## config.mk

```make
export PLATFORM = sky130hd
export DESIGN_NAME = wo_i2c_regfile
export DESIGN_NICKNAME = d
export VERILOG_FILES = /design/src/rtl/wo_i2c_pkg.sv /design/src/rtl/wo_i2c_line_sync.sv /design/src/rtl/wo_i2c_rx_fsm.sv /design/src/rtl/wo_i2c_reg_bank.sv /design/src/rtl/wo_i2c_regfile.sv
export SDC_FILE = /design/constraint.sdc
export NUM_CORES = 1
export LEC_CHECK = 0
export ABC_AREA = 0
export BUFFER_PORTS_ARGS = -buffer_cell sky130_fd_sc_hd__buf_4
export CAP_MARGIN = 25
export CORE_MARGIN = 8
export CORE_UTILIZATION = 55
export DETAILED_ROUTE_END_ITERATION = 7
export PLACE_DENSITY = 0.85
export SLEW_MARGIN = 20
export SYNTH_ARGS = -nofsm -noshare
export SYNTH_HDL_FRONTEND = slang
export SYNTH_SLANG_ARGS = --single-unit
```

## constraint.sdc

```tcl
create_clock -name clk -period 3.4 [get_ports clk]
set_input_delay 0.51 -clock clk [delete_from_list [all_inputs] [get_ports clk]]
set_output_delay 0.51 -clock clk [all_outputs]
set_load 0.03 [all_outputs]
```

## src/rtl/wo_i2c_pkg.sv

```systemverilog
`timescale 1ns/1ps
// Shared constants, types and the register bit-mask map for the write-only
// two-wire register target. Assumes byte-wide registers.
package wo_i2c_pkg;

    localparam int BYTE_W = 8;

    // Frame phase of the receiver.
    typedef enum logic [1:0] {
        PH_IDLE = 2'd0,
        PH_DEV  = 2'd1,
        PH_PTR  = 2'd2,
        PH_DAT  = 2'd3
    } phase_t;

    // Kept bits of each register; addresses beyond the map keep nothing.
    function automatic logic [BYTE_W-1:0] field_mask(input int unsigned idx);
        logic [BYTE_W-1:0] m;
        case (idx)
            0:              m = 8'hFF;
            1, 4:           m = 8'h9F;
            2, 3, 5, 6, 10: m = 8'h1F;
            7, 8, 9:        m = 8'h3F;
            23:             m = 8'hE7;
            24, 25:         m = 8'h8F;
            default:        m = (idx >= 11 && idx <= 22) ? 8'h3F : 8'h00;
        endcase
        return m;
    endfunction

endpackage

```

## src/rtl/wo_i2c_line_sync.sv

```systemverilog
`timescale 1ns/1ps
// Synchronizes SCL and SDA into the system clock domain and derives SCL edges
// and bus conditions. Assumes the system clock is at least 10x the SCL rate;
// lines reset to the idle (high) level so no false condition fires after reset.
module wo_i2c_line_sync #(
    parameter int STAGES = 2
) (
    input  logic clk,
    input  logic rst_n,
    input  logic scl_in,
    input  logic sda_in,
    output logic scl_lvl,
    output logic sda_lvl,
    output logic scl_rise,
    output logic scl_fall,
    output logic start_ev,
    output logic stop_ev
);
    localparam int NLINES = 2;   // index 1 = SCL, index 0 = SDA

    logic [NLINES-1:0] raw;
    logic [NLINES-1:0] synced;
    logic [NLINES-1:0] prev;

    assign raw = {scl_in, sda_in};

    // One synchronizer chain per bus line.
    for (genvar ln = 0; ln < NLINES; ln++) begin : g_line
        logic [STAGES-1:0] chain;

        // Shift the raw line level through the synchronizer flops.
        always_ff @(posedge clk) begin
            if (!rst_n) begin
                chain <= '1;
            end else if (STAGES == 1) begin
                chain <= raw[ln];
            end else begin
                chain <= {chain[STAGES-2:0], raw[ln]};
            end
        end

        assign synced[ln] = chain[STAGES-1];
    end

    // Hold the previous synchronized levels for edge detection.
    always_ff @(posedge clk) begin
        if (!rst_n) begin
            prev <= '1;
        end else begin
            prev <= synced;
        end
    end

    assign scl_lvl  = synced[1];
    assign sda_lvl  = synced[0];
    assign scl_rise = synced[1] & ~prev[1];
    assign scl_fall = ~synced[1] & prev[1];
    assign start_ev = synced[1] & prev[1] & prev[0] & ~synced[0];
    assign stop_ev  = synced[1] & prev[1] & ~prev[0] & synced[0];

endmodule

```

## src/rtl/wo_i2c_rx_fsm.sv

```systemverilog
`timescale 1ns/1ps
// Receives bytes of a write-only frame: device byte, pointer byte, data bytes.
// Drives the acknowledge enable and issues one write strobe per data byte.
// Assumes clean, synchronized SCL edges and bus conditions from the line sync.
module wo_i2c_rx_fsm
    import wo_i2c_pkg::*;
#(
    parameter logic [6:0] DEV_ID = 7'b1110101
) (
    input  logic              clk,
    input  logic              rst_n,
    input  logic              sda_lvl,
    input  logic              scl_rise,
    input  logic              scl_fall,
    input  logic              start_ev,
    input  logic              stop_ev,
    output logic              ack_drv,
    output logic              wr_en,
    output logic [BYTE_W-1:0] wr_addr,
    output logic [BYTE_W-1:0] wr_data
);
    localparam int CNT_W = $clog2(BYTE_W + 2);
    localparam logic [CNT_W-1:0] LAST_BIT = CNT_W'(BYTE_W);
    localparam logic [CNT_W-1:0] ACK_SLOT = CNT_W'(BYTE_W + 1);
    localparam logic [BYTE_W-1:0] DEV_WRITE = {DEV_ID, 1'b0};

    phase_t             phase;
    logic [CNT_W-1:0]   bit_cnt;
    logic [BYTE_W-1:0]  shreg;
    logic [BYTE_W-1:0]  ptr;

    // Byte reception, acknowledge control, pointer and write strobe.
    always_ff @(posedge clk) begin
        if (!rst_n) begin
            phase   <= PH_IDLE;
            bit_cnt <= '0;
            shreg   <= '0;
            ptr     <= '0;
            ack_drv <= 1'b0;
            wr_en   <= 1'b0;
            wr_addr <= '0;
            wr_data <= '0;
        end else begin
            wr_en <= 1'b0;
            if (start_ev) begin
                phase   <= PH_DEV;
                bit_cnt <= '0;
                ack_drv <= 1'b0;
            end else if (stop_ev) begin
                phase   <= PH_IDLE;
                bit_cnt <= '0;
                ack_drv <= 1'b0;
            end else if (phase != PH_IDLE) begin
                if (scl_rise && bit_cnt < LAST_BIT) begin
                    shreg   <= {shreg[BYTE_W-2:0], sda_lvl};
                    bit_cnt <= bit_cnt + 1'b1;
                end else if (scl_fall && bit_cnt == LAST_BIT) begin
                    bit_cnt <= ACK_SLOT;
                    case (phase)
                        PH_DEV: begin
                            if (shreg == DEV_WRITE) begin
                                ack_drv <= 1'b1;
                            end else begin
                                phase <= PH_IDLE;
                            end
                        end
                        PH_PTR: begin
                            ptr     <= shreg;
                            ack_drv <= 1'b1;
                        end
                        default: begin
                            wr_en   <= 1'b1;
                            wr_addr <= ptr;
                            wr_data <= shreg;
                            ptr     <= ptr + 1'b1;
                            ack_drv <= 1'b1;
                        end
                    endcase
                end else if (scl_fall && bit_cnt == ACK_SLOT) begin
                    ack_drv <= 1'b0;
                    bit_cnt <= '0;
                    if (phase == PH_DEV) begin
                        phase <= PH_PTR;
                    end else if (phase == PH_PTR) begin
                        phase <= PH_DAT;
                    end
                end
            end
        end
    end

endmodule

```

## src/rtl/wo_i2c_reg_bank.sv

```systemverilog
`timescale 1ns/1ps
// Bank of byte registers written by strobe; masks undefined bits to zero and
// drops writes whose address lies beyond the bank. Presents all registers flat.
module wo_i2c_reg_bank
    import wo_i2c_pkg::*;
#(
    parameter int NREG = 26
) (
    input  logic                     clk,
    input  logic                     rst_n,
    input  logic                     wr_en,
    input  logic [BYTE_W-1:0]        wr_addr,
    input  logic [BYTE_W-1:0]        wr_data,
    output logic [NREG*BYTE_W-1:0]   regs_flat
);
    // One register per address, each with its own decode and mask.
    for (genvar i = 0; i < NREG; i++) begin : g_reg
        localparam logic [BYTE_W-1:0] MY_ADDR = BYTE_W'(i);
        localparam logic [BYTE_W-1:0] KEEP    = field_mask(i);
        logic [BYTE_W-1:0] value;

        // Load the masked byte when this address is written.
        always_ff @(posedge clk) begin
            if (!rst_n) begin
                value <= '0;
            end else if (wr_en && wr_addr == MY_ADDR) begin
                value <= wr_data & KEEP;
            end
        end

        assign regs_flat[i*BYTE_W +: BYTE_W] = value;
    end

endmodule

```

## src/rtl/wo_i2c_regfile.sv

```systemverilog
`timescale 1ns/1ps
// Write-only two-wire target with a byte register bank. Samples the bus with
// clk (at least 10x SCL), acknowledges by open-drain pull-down, and exports
// every register in parallel. No read, no clock stretching.
module wo_i2c_regfile
    import wo_i2c_pkg::*;
#(
    parameter logic [6:0] DEV_ID      = 7'b1110101,
    parameter int         NREG        = 26,
    parameter int         SYNC_STAGES = 2
) (
    input  logic                   clk,
    input  logic                   rst_n,
    input  logic                   scl_in,
    input  logic                   sda_in,
    output logic                   sda_drive_low,
    output logic [NREG*BYTE_W-1:0] regs_flat
);
    logic              scl_lvl;
    logic              sda_lvl;
    logic              scl_rise;
    logic              scl_fall;
    logic              start_ev;
    logic              stop_ev;
    logic              wr_en;
    logic [BYTE_W-1:0] wr_addr;
    logic [BYTE_W-1:0] wr_data;

    wo_i2c_line_sync #(.STAGES(SYNC_STAGES)) u_sync (
        .clk      (clk),
        .rst_n    (rst_n),
        .scl_in   (scl_in),
        .sda_in   (sda_in),
        .scl_lvl  (scl_lvl),
        .sda_lvl  (sda_lvl),
        .scl_rise (scl_rise),
        .scl_fall (scl_fall),
        .start_ev (start_ev),
        .stop_ev  (stop_ev)
    );

    wo_i2c_rx_fsm #(.DEV_ID(DEV_ID)) u_fsm (
        .clk      (clk),
        .rst_n    (rst_n),
        .sda_lvl  (sda_lvl),
        .scl_rise (scl_rise),
        .scl_fall (scl_fall),
        .start_ev (start_ev),
        .stop_ev  (stop_ev),
        .ack_drv  (sda_drive_low),
        .wr_en    (wr_en),
        .wr_addr  (wr_addr),
        .wr_data  (wr_data)
    );

    wo_i2c_reg_bank #(.NREG(NREG)) u_bank (
        .clk       (clk),
        .rst_n     (rst_n),
        .wr_en     (wr_en),
        .wr_addr   (wr_addr),
        .wr_data   (wr_data),
        .regs_flat (regs_flat)
    );

endmodule

```

* Yosys cells after proc, flatten, opt, wreduce, memory -nomap -nowiden *
Cells that the tools add are included.

word-level totals
  bits in read-only memories = 0
  bits in writable memories = 0
  word-level logic and storage cells = 162
  flip-flop bits (word level) = 197
  latch bits = 0
  memories kept = 0
  input port bits = 4

operators by class
  shift-type cells = 0
  equality and inequality tests = 38
  magnitude comparators = 1
  multiplexer cells = 19
  add/sub/neg operators = 2
  multipliers = 0
  reductions and logical operators = 45
  div/mod/pow operators = 0
  bitwise gates (word level) = 19

operator list
  cell                   count
  $eq A8 B5 Y1 const B   10
  $eq A8 B4 Y1 const B   8
  $eq A8 B3 Y1 const B   4
  $logic_and A1 B1 Y1    29
  $reduce_and A6 Y1      4
  $eq A8 B2 Y1 const B   2
  $pmux W8 S2            1
  $mux W2                6
  $mux W4                3
  $not A1 Y1             12
  $mux W1                9
  $ne A3 B3 Y1 const B   3
  $add A8 B1 Y8 const B  1
  $eq A4 B4 Y1 const B   2
  $eq A8 B1 Y1 const B   1
  $eq A8 B8 Y1 const B   1
  $logic_not A8 Y1       1
  $ne A4 B4 Y1 const B   2
  $reduce_and A4 Y1      2
  $and A1 B1 Y1          7
  $reduce_bool A3 Y1     2
  $reduce_or A6 Y1       1
  $ne A5 B5 Y1 const B   1
  $add A4 B1 Y4 const B  1
  9 further kinds        11

* Depth between registers and ports, before layout *
  word-level depth = 9
  gate-level depth with buffers = 8
  depth with buffers taken out = 6

* Hierarchy *
A second synthesis with hierarchy kept.

unflattened totals
  cells, all modules = 823
  area total of the unflattened synthesis = 8,224.1 µm²

modules (own cells, without submodules)
  module            area an instance (µm²)  sequential area each (µm²)  instances  cells each
  wo_i2c_reg_bank   6,078.3                 3,022.9                     1          600
  wo_i2c_rx_fsm     1,955.6                 800.8                       1          207
  wo_i2c_line_sync  190.2                   120.1                       1          16

* Least setup slack after synthesis *
No wires, ideal clock.

  path type = flip-flop to flip-flop
  start point = reg u_fsm.phase[0]
  end point = reg u_fsm.bit_cnt[1]
  arrival = 1,791 ps
  slack = 1,466 ps
  stages on the path, launching flop included = 9
  path through = dfxtp_1 inv_1 ha_1 buf_6 or4b_2 buf_2 o31ai_1 or2_2 a21oi_1

on the way
  longest elaborated chain between the ends = 2

RTL lines
  item                         RTL line             source
  start: declaration           wo_i2c_rx_fsm.sv:27  phase_t phase;
  start signal: assignment     wo_i2c_rx_fsm.sv:35  phase <= PH_IDLE;
  start signal: assignment     wo_i2c_rx_fsm.sv:46  phase <= PH_DEV;
  start signal: assignment     wo_i2c_rx_fsm.sv:50  phase <= PH_IDLE;
  $reduce_bool A2 Y1           wo_i2c_rx_fsm.sv:53  end else if (phase != PH_IDLE) begin
  $reduce_and A2 Y1 (no line)  --
  end signal: assignment       wo_i2c_rx_fsm.sv:56  bit_cnt <= bit_cnt + 1'b1;
  end: declaration             wo_i2c_rx_fsm.sv:28  logic [CNT_W-1:0] bit_cnt;

Every way passes these cells.
A chain may end at the register's enable or synchronous reset.

* Final worst setup path *
  start point = reg u_fsm.wr_addr[7]
  end point = reg u_bank.g_reg[13].value[1]

on the way
  longest elaborated chain between the ends = 2

RTL lines
  item                      RTL line               source
  start: declaration        wo_i2c_rx_fsm.sv:19    output logic [BYTE_W-1:0] wr_addr,
  start signal: assignment  wo_i2c_rx_fsm.sv:73    wr_addr <= ptr;
  $eq A8 B4 Y1              wo_i2c_reg_bank.sv:26  end else if (wr_en && wr_addr == MY_ADDR) begin
  $logic_and A1 B1 Y1       wo_i2c_reg_bank.sv:26
  end signal: assignment    wo_i2c_reg_bank.sv:27  value <= wr_data & KEEP;
  end: declaration          wo_i2c_reg_bank.sv:20  logic [BYTE_W-1:0] value;

Every way passes these cells.

==> reports/results.txt <==
Final setup vio count -> 0
Die height -> 135.7 um
Crit-path max cell delay -> 0.67 ns
Arr. time, crit path -> 2.60 ns
Cts repair resizes -> 0
Top-count cell post-synth -> dfxtp_1
Worst setup SP type -> flip-flop
Post-Synth XOR/XNOR Area -> 0.002224
FP Rows -> 43
Seq cells post-synth -> 197
Synth Cell Area -> 7878 um2
Setup Skew -> 0.008733 ns
# hold bufs at CTS -> 0
Ys Warns -> 0
Post-synth EDFFs -> 0
Worst-path cell chain -> nor4b_4 > nand2b_1 > nor3_4 > mux2i_1
Setup TNS -> 0 ns
Sequential share of the synthesized area -> 0.5006
Count of boundary I/O pins -> 213
Initial DRT Pass Iterations -> 5
Via count -> 6156
Async SR Flop Fraction -> 0
Placeable Area -> 13930 um2
Critical path's slowest cell -> nor4b_4
Mux share of post-synthesis cell area -> 0.1309
Max layer used -> met4
Clock sinks -> 197
Total gr overflow -> 0
Slew Viols, Final -> 0
# Post-CTS Setup Buffers -> 0
CP Class -> flip-flop to flip-flop
Reg2reg end -> u_bank.g_reg[13].value[1]
CP bufs+invs -> 0
Final period demand of the worst path -> 2.244 ns
Main combinational cell family by area after synthesis -> simple AND/OR/NAND/NOR gates
Worst hold path class -> primary input to flip-flop
Die X -> 135.7 um
Vias in the first global route -> 5878
Status -> finished clean
Initial antenna violation count -> 0
Die Area -> 18410 um2
Routability cong. -> 0.8231
Fmax achieved -> 445.7 MHz
RSZ-0062 raised after global routing -> false
Layout cells sized above 1 -> 0.2203
Clock transition at path regs -> 0.07 ns
ANT cells -> 0
CTS tree -> done
Rel. slew slack -> 0.5000
Synth cell types -> 48
Ys flop type -> dfxtp_1
Leading area contributor after synthesis -> dfxtp_1
Synth-to-layout area growth -> 19.84%
Maxcap violations -> 0
FF-to-FF path depth -> 4
Initial Utilization -> 0.5653
Synth top area share -> 0.5006
Detailed router's first-iteration violation count -> 333
Max FO, Critical Path -> 15
Via density -> 5.284
First-pass GRT wire length -> 31040 um
Worst setup path end -> u_bank.g_reg[13].value[1]
Mean Syn Cell Area -> 9.301 um2
Synth Area in Compound Gates -> 0.07703
Nets@finish -> 983
Critical Path Start -> u_fsm.wr_addr[7]
Final HPWL DP -> 13940 um
Synth top cells by count -> dfxtp_1 (197), nand2_1 (135), mux2i_1 (103)
Top cells by area, synth -> dfxtp_1 (50%), mux2i_1 (13%), nand2_1 (6.4%), buf_4 (5.4%), o21ai_0 (4.6%)
Syn Inst Count -> 847
Worst VDD drop -> 0.0004220 V
Clock buffer depth -> 2
R2R setup slack -> 1.16 ns
GRT Total Usage -> 0.2118
Crit path capture type -> flip-flop
Total power -> 4.397 mW
Post-DRT Antenna Nets -> 0
Synth Area in Adders -> 0.01112
Post-route core utilization -> 0.6775
Clock Latency Late Sink -> 0.44 ns
WL met1 -> 8658 um
Drt drc -> 0
Crit path depth -> 4
Met2 Wirelength -> 9653 um
Final period utilization -> 0.6599
Family with the most delay on the worst path -> simple AND/OR/NAND/NOR gates
Worst-margin pin slew -> 0.7482 ns
Final hold vios -> 0
P_leak -> 3.788 nW
Pin count of the biggest net entering global routing -> 73
Pwr Density -> 465.7 nW/um2
Crit path required time -> 3.76 ns
Reg-to-Reg Start -> u_fsm.wr_addr[7]
CTS Buf Count -> 17
DR WL met3 -> 1248 um
# port buffers -> 155
WL final -> 19970 um
Fraction of the mapped netlist area in simple logic gates -> 0.1896
H-tree depth -> 4
Root Buffer -> clkbuf_16
DR WL/cell -> 17.14 um
area by class of cell:
type	count	area, um2
Fill cell	1100	4494
Clock buffer	19	442.9
Tap cell	180	225.2
Clock inverter	13	123.9
Timing Repair Buffer	164	1231
Inverter	6	22.52
Multi-Input combinational cell	586	3451
Sequential cell	197	3944
kinds of logic after synthesis:
kind of cell	count (synthesis)
AO/OA/AOI/OAI	111
XOR/XNOR	2
AND/OR/NAND/NOR	306
adder cells (fa/ha/maj)	7
buffers and inverters	120
flip-flops	197
other	1
multiplexers	103
through the flow:
stage / worst slack (ns) / area (um2) / instances / hold slack (ns)
3_5_place_dp: 1.220 / 8874 / 1133 / 0.4002
4_1_cts: 1.155 / 9440 / 1165 / 0.2511
3_3_place_gp: 1.308 / 8874 / 1133 / 0.3964
6_report: 1.156 / 9440 / 1165 / 0.2627
5_1_grt: 1.007 / 9440 / 1165 / 0.2561
2_1_floorplan: 1.466 / 8088 / 903 / 0.3863
sequential cells by signal, summed over array words and instances, names as in the netlist:
| signal | cells |
|---|---|
| u_fsm.shreg | 8 |
| u_sync.prev | 2 |
| u_fsm.wr_data | 8 |
| u_sync.g_line.chain | 4 |
| u_fsm.ptr | 8 |
| u_fsm.wr_addr | 8 |
| u_fsm.wr_en | 1 |
| u_fsm.ack_drv | 1 |
| u_bank.g.value | 151 |
| u_fsm.bit_cnt | 4 |
| u_fsm.phase | 2 |
report_power, final:
part | internal (mW) | switching (mW)
logic | 0.0141 | 0.134
clock network | 1.04 | 0.898
registers | 2.31 | 0.00335
total | 3.36 | 1.04
worst min-delay path by stage:
stage / depth (start not counted) / startpoint / slack, ns / end
3_3_place_gp: 1 / u_sync.g_line[0].chain[0] / 0.40 / u_sync.g_line[0].chain[1]
5_1_grt: 2 / scl_in / 0.26 / u_sync.g_line[1].chain[0]
4_1_cts: 2 / sda_in / 0.25 / u_sync.g_line[0].chain[0]
2_1_floorplan: 1 / u_sync.g_line[0].chain[0] / 0.39 / u_sync.g_line[0].chain[1]
3_5_place_dp: 1 / u_sync.g_line[0].chain[0] / 0.40 / u_sync.g_line[0].chain[1]
6_report: 2 / sda_in / 0.26 / u_sync.g_line[0].chain[0]
per-layer routing:
layer | vias up | global-route usage
met5 | - | 0
met4 | 0 | 0.08760
met3 | 26 | 0.05341
met2 | 174 | 0.3512
met1 | 2931 | 0.2562
li1 | 3025 | -
cell usage in the layout (no fill, tap or decap), types with 2 or more instances in the layout:
| cell | n |
|---|---|
| nand4bb_1 | 2 |
| nor3_4 | 4 |
| ha_1 | 7 |
| clkinvlp_4 | 6 |
| nor2_2 | 9 |
| nand3_1 | 69 |
| nor2b_1 | 4 |
| nand3b_1 | 3 |
| nor3_1 | 3 |
| and3_1 | 4 |
| a22oi_1 | 2 |
| clkbuf_16 | 17 |
| o22ai_1 | 3 |
| a31oi_1 | 3 |
| a211oi_1 | 3 |
| nand4_1 | 11 |
| or3_1 | 2 |
| o21ai_0 | 73 |
| inv_1 | 6 |
| mux2i_1 | 103 |
| inv_6 | 4 |
| o21a_1 | 3 |
| buf_4 | 164 |
| o31ai_1 | 2 |
| conb_1 | 57 |
| nand2b_1 | 11 |
| a21oi_1 | 17 |
| nand2_1 | 135 |
| nor2_1 | 36 |
| dfxtp_1 | 197 |
| or2_2 | 4 |
No activity file was read; power rests on OpenSTA's default activity.
